--- config.mk ---
export PLATFORM = sky130hd
export DESIGN_NAME = otp_array
export DESIGN_NICKNAME = d
export VERILOG_FILES = /design/src/rtl/otp_pkg.sv /design/src/rtl/otp_array.sv
export SDC_FILE = /design/constraint.sdc
export NUM_CORES = 1
export LEC_CHECK = 0
export BUFFER_PORTS_ARGS = -buffer_cell sky130_fd_sc_hd__buf_2
export CAP_MARGIN = 20
export CORE_UTILIZATION = 40
export DETAILED_ROUTE_END_ITERATION = 16
export GPL_ROUTABILITY_DRIVEN = 0
export HOLD_SLACK_MARGIN = 0.08
export PLACE_DENSITY_LB_ADDON = 0.3
export SETUP_SLACK_MARGIN = 0.02
export SLEW_MARGIN = 15
export SYNTH_ARGS = -nofsm -noshare
export SYNTH_HDL_FRONTEND = slang
export SYNTH_SLANG_ARGS = --single-unit
--- constraint.sdc ---
create_clock -name clk -period 3.52 [get_ports clk]
set_input_delay 0.704 -clock clk [delete_from_list [all_inputs] [get_ports clk]]
set_output_delay 0.704 -clock clk [all_outputs]
set_load 0.01 [all_outputs]
--- src/rtl/otp_pkg.sv ---
`timescale 1ns/1ps
package otp_pkg;

  typedef enum logic [2:0] {
    MD_STANDBY,
    MD_DISABLE,
    MD_READ,
    MD_IDENT,
    MD_PROGRAM,
    MD_VERIFY,
    MD_INHIBIT,
    MD_CLASH
  } otp_mode_e;

  localparam logic [7:0] IDENT_MAKER  = 8'h20;
  localparam logic [7:0] IDENT_DEVICE = 8'hB4;

  function automatic otp_mode_e decode_mode(input logic vpp, input logic sig,
                                            input logic ce_n, input logic oe_n);
    otp_mode_e m;
    if (vpp) begin
      case ({ce_n, oe_n})
        2'b01:   m = MD_PROGRAM;
        2'b10:   m = MD_VERIFY;
        2'b11:   m = MD_INHIBIT;
        default: m = MD_CLASH;
      endcase
    end else if (ce_n) begin
      m = MD_STANDBY;
    end else if (oe_n) begin
      m = MD_DISABLE;
    end else begin
      m = sig ? MD_IDENT : MD_READ;
    end
    return m;
  endfunction

  function automatic logic [7:0] ident_byte(input logic sel);
    return sel ? IDENT_DEVICE : IDENT_MAKER;
  endfunction

  // One-way write: only 1 -> 0 transitions are possible.
  function automatic logic [7:0] burn(input logic [7:0] old_v, input logic [7:0] pat);
    return old_v & pat;
  endfunction

endpackage

--- src/rtl/otp_array.sv ---
`timescale 1ns/1ps
module otp_array
  import otp_pkg::*;
#(
  parameter int ADDR_W      = 6,
  parameter int DATA_W      = 8,
  parameter int WEAK_ADDR   = 5,
  parameter int WEAK_BIT    = 2,
  parameter int WEAK_PULSES = 3
) (
  input  logic              clk,
  input  logic              rst_n,
  input  logic              wr_en,
  input  logic [ADDR_W-1:0] addr,
  input  logic [DATA_W-1:0] din,
  output logic [DATA_W-1:0] rd_data
);
  localparam int DEPTH = 1 << ADDR_W;

  logic [DATA_W-1:0] mem [DEPTH];
  logic [DATA_W-1:0] cur;
  logic [DATA_W-1:0] nxt;
  logic              weak_hit;
  logic              weak_hold;

  assign cur      = mem[addr];
  assign rd_data  = cur;
  assign weak_hit = wr_en && (addr == ADDR_W'(WEAK_ADDR)) &&
                    cur[WEAK_BIT] && !din[WEAK_BIT];

  generate
    if (WEAK_PULSES > 1) begin : g_weak
      localparam int CNT_W = $clog2(WEAK_PULSES + 1);
      logic [CNT_W-1:0] hits;
      always_ff @(posedge clk) begin
        if (!rst_n)        hits <= '0;
        else if (weak_hit) hits <= hits + 1'b1;
      end
      assign weak_hold = weak_hit && ((int'(hits) + 1) < WEAK_PULSES);
    end else begin : g_plain
      assign weak_hold = 1'b0;
    end
  endgenerate

  always_comb begin
    nxt = DATA_W'(burn(8'(cur), 8'(din)));
    if (DATA_W > 8) nxt[DATA_W-1:0] = cur & din;
    if (weak_hold) nxt[WEAK_BIT] = 1'b1;
  end

  always_ff @(posedge clk) begin
    if (!rst_n) begin
      for (int i = 0; i < DEPTH; i++) mem[i] <= '1;
    end else if (wr_en) begin
      mem[addr] <= nxt;
    end
  end
endmodule

# == Yosys cells after proc, flatten, opt, wreduce, memory -nomap -nowiden ==
# Memories as Yosys holds them, arrays and structs flattened.
# Cells that the tools add are included.
# op_classes
add_sub_neg,2
order_cmp,1
eq_ne,1
mux,8
n_bitwise,1
n_reduce_logical,6
# op_table
op,count
8-bit AND,1
8-bit two-way mux,1
8-bit OR reduction,1
6-bit by 3-bit equality test with 1-bit output (second input constant),1
1-bit two-way mux,6
6-bit two-way mux,1
1-bit logical AND,4
2-bit by 1-bit adder with 3-bit output (second input constant),1
3-bit by 2-bit less-than comparator with 1-bit output (second input constant),1
2-bit by 1-bit adder with 2-bit output (second input constant),1
1-bit logical NOT,1
# totals
reg_bits,2
ramBits,512
inputBits,17
output_inout_bits,8
n_memories,1
# mem_list
name,depth,width,rd,rd_ports_with_merged_regs,wr,line,rtl
mem,64,8,1,0,64,otp_array.sv:20,logic [DATA_W-1:0] mem [DEPTH];

# == Logic depth before layout (Yosys ltp) ==
# logic_depth
ltp_word,7
mapped_depth,11

# == Least setup slack after synthesis ==
# Ideal clock, no wire load.
# synth_timing
path_type,input port to output port
from,in addr[2]
to,out rd_data[2]
arrival_time_ns,2.417
required_time_ns,2.816
setup_slack_ns,0.399
path_stages,8
n_path_buf,3
path_cell_list,buf_6 buf_2 buf_2 mux2i_1 o22ai_1 o31ai_1 nand4_1 or3_1
# synth_between
elab_chain_cells,1
# synth_rtl
element,line,rtl
start: declaration,otp_array.sv:14,"input logic [ADDR_W-1:0] addr,"
memory read 64 x 8 bit,--,
end: declaration,otp_array.sv:16,output logic [DATA_W-1:0] rd_data
# Every way passes these cells.

# == Worst setup path in the final report ==
# layout_timing
from,mem mem[61][0]
to,out rd_data[0]
# layout_between
elab_chain_cells,1
# layout_rtl
element,line
start: declaration,otp_array.sv:20
memory read 64 x 8 bit,--
# Every way passes these cells.

==> run_results.csv <==
group,metric,value,unit
run_status,status,"finished with violations",
run_status,violations,"negative setup slack",
place,io_buffers,24,
finish,drive_gt1_frac,0.265,
critical_path,crit_type,"register to primary output",
timing,post-route-period-util,1.01,
hold_path,min_path_type,"input port to register",
critical_path,startpoint_type,"register",
timing,rsz0062_at_grt,"true",
floorplan,die_w,244,µm
clock_network,tritoncts,"built",
clock_network,cts-root-buf,"clkbuf_16",
clock_network,clock_sinks,514,
clock_network,clk_pin_slew,60,ps
global_route,grt_max_degree,67,
finish,fin_nets,2115,
drt,ant_nets,0,
drt,drc_errors,0,
timing,fmax,0.281,GHz
synthesis,ys.flop_type,"edfxtp_1",
floorplan,dieArea,59700,µm²
pwr,powerDensity,491,nW/µm²
finish,area_growth,22.6,%
critical_path,worst-path-max-fanout,2,
drt,route.met3.wl,8.51,mm
clock_network,ctsHoldBuffers,0,
drt,top_layer_used,"met5",
drt,drt-initial-drc-count,2395,
clock_network,clk_latency,620,ps
floorplan,io_pins,25,
synthesis,ys_warn_count,0,
floorplan,rows,88,
timing,layout_setup_ws,-38.8,ps
synthesis,ys_seq_area_frac,0.656,
drt,wl_met1,29.9,mm
timing,hold_viol_final,0,
floorplan,fp.dieH,244,µm
synthesis,ys_ff_latch,514,
timing,setup_viol,1,
global_route,grt.overflow.total,0,
global_route,grt_pass1_wl,112,mm
timing,clock_skew,24.2,ps
global_route,grt_usage,0.258,
global_route,first_global_vias,16800,
critical_path,crit_arrival,2850,ps
drt,wl_per_cell,26.8,µm
timing,slew_viol_final,0,
floorplan,start_util,0.406,
global_route,antenna_found_initial,2,
drt,vias,17000,
drt,wl_met2,36.0,mm
synthesis,synth.avg_cell_area,12.8,µm²
job,cap_violations,0,
finish,n_fill_cell,4997,
synthesis,yosysUniqueCellTypes,62,
pwr,totalPowerFinal,14.1,mW
pwr,irDropWorstVdd,0.000386,V
synthesis,netlist_area,23500,µm²
synthesis,synth_edf_count,512,
clock_network,cts_buffer_depth,3,
clock_network,cts_htree_levels,2,
place,hpwl,53.9,mm
timing,fin_crit,3560,ps
timing,slew_headroom,0.442,
synthesis,synthesis.nets,1852,
synthesis,synthArstFlopShare,0,
drt,drtPass1Iterations,6,
pwr,p_leak,8.51,nW
clock_network,cts_made_buffers,54,
floorplan,coreArea,57800,µm²
critical_path,cp.required,2820,ps
timing,worst_pin_slew,834,ps
drt,vias_per_cell,5.84,
timing,fin_tns_setup,-38.8,ps
drt,routed_wirelength,77.7,mm
critical_path,critPathCaptureType,"primary output",
timing,whs,421,ps
finish,num_antenna_cells,0,
synthesis,synth_cells,1833,
-- sequential cells by signal, indices dropped and copies added, names as in the netlist --
register and count:
g_weak.hits 2, mem 512
-- path summary, 6_finish.rpt --
kind / from / to / slack, ps / cells after the start
max: mem[61][0] / rd_data[0] / -40 / 6
min reg2reg: g_weak.hits[1] / g_weak.hits[1] / 500 / 2
max reg2reg: mem[61][0] / mem[61][0] / 650 / 8
min: din[2] / g_weak.hits[0] / 420 / 3
-- layer usage --
layer / GRT usage / up-vias
met4: 0.0996 / 2
met5: 0 / -
met3: 0.0620 / 193
li1: - / 7306
met2: 0.405 / 1016
met1: 0.346 / 8433
-- timing repair --
| action | in CTS | in global routing |
|---|---|---|
| cloned | 0 | 2 |
| buffers inserted | 5 | 4 |
| gates resized for setup | 50 | 35 |
| setup endpoints to repair | 8 | 8 |
| pin swaps | 4 | 5 |
-- area by class of cell --
| class | instances | area (µm²) | area share |
|---|---|---|---|
| inverter | 15 | 56.3 | 0.00196 |
| tap | 765 | 957 | 0.0332 |
| multi-input combinational | 1157 | 7350 | 0.255 |
| clock buffer | 69 | 1430 | 0.0496 |
| timing repair buffer | 354 | 3250 | 0.113 |
| clock inverter | 30 | 330 | 0.0115 |
| sequential | 514 | 15400 | 0.535 |
-- power by group --
group / switching [mW] / internal, mW
Combinational: 0.987 / 0.602
Sequential: 0.0132 / 6.75
Clock: 2.42 / 3.37
-- synth_stat cells (8+ instances only) --
master	number	area, µm²
nand2_1	543	2040
edfxtp_1	512	15400
mux2i_1	92	921
nor2_1	74	278
o21ai_0	71	355
buf_2	53	265
o22ai_1	42	263
clkbuf_1	41	154
a221oi_1	40	350
mux4_2	35	788
buf_6	28	315
a21oi_1	26	130
buf_4	21	158
nand3b_1	21	158
mux2_2	16	180
nand3_1	16	80.1
a22o_1	14	123
inv_1	13	48.8
nand2b_1	13	81.3
nand2_2	11	68.8
o31ai_1	11	82.6
a22oi_1	10	75.1
a221o_1	8	80.1
and2_1	8	50.1
o22a_1	8	70.1
o32ai_1	8	70.1
-- metrics by stage --
| stage | instances | setup WS, ps | instance area (µm²) | util |
|---|---|---|---|---|
| after global routing | 2904 | -49.1 | 28800 | 0.498 |
| after detailed placement | 2794 | -391 | 26600 | 0.459 |
| after CTS | 2898 | -2.35 | 28500 | 0.494 |
| after global placement | 2794 | -483 | 26600 | 0.459 |
| final | 2904 | -38.8 | 28800 | 0.498 |
| after floorplan | 1833 | 399 | 23500 | - |
-- worst max-delay path: stages, from the launching register on --
cell and delay [ps]:
edfxtp_1 440, mux2_4 300, a221oi_4 240, o22ai_2 160, a2111o_1 560, or3_4 410, buf_6 140
-- layout by cell type (no fill, tap or decap), types with 5 or more instances in the layout --
cell	instances
o31ai_2	5
mux4_2	36
o32ai_1	8
a21oi_1	26
o22ai_1	40
a221o_1	8
a22o_1	13
clkbuf_1	14
buf_4	280
nand2b_1	11
o31ai_4	5
and2_1	5
a221oi_1	32
or3b_2	6
nand4_1	5
buf_2	19
and3_1	6
nand2_1	542
clkbuf_16	57
o31ai_1	6
mux2_2	15
a22oi_1	10
nor2b_1	5
clkinv_2	9
edfxtp_1	512
nand3b_1	21
mux2i_1	78
o22a_1	8
o21ai_0	65
clkinv_1	9
inv_1	13
buf_6	10
bufinv_16	7
nand2_2	11
a221oi_2	7
nor2_1	73
nand3_1	15
mux2i_2	13
buf_12	39
-- cell families after synthesis --
logic type / share of synthesized area
AND/OR/NAND/NOR: 0.131
multiplexers: 0.0816
flip-flops: 0.656
buffers and inverters: 0.0417
AO/OA/AOI/OAI: 0.0887
adder cells (fa/ha/maj): 0.00107
(Power assumes the default switching activity.)
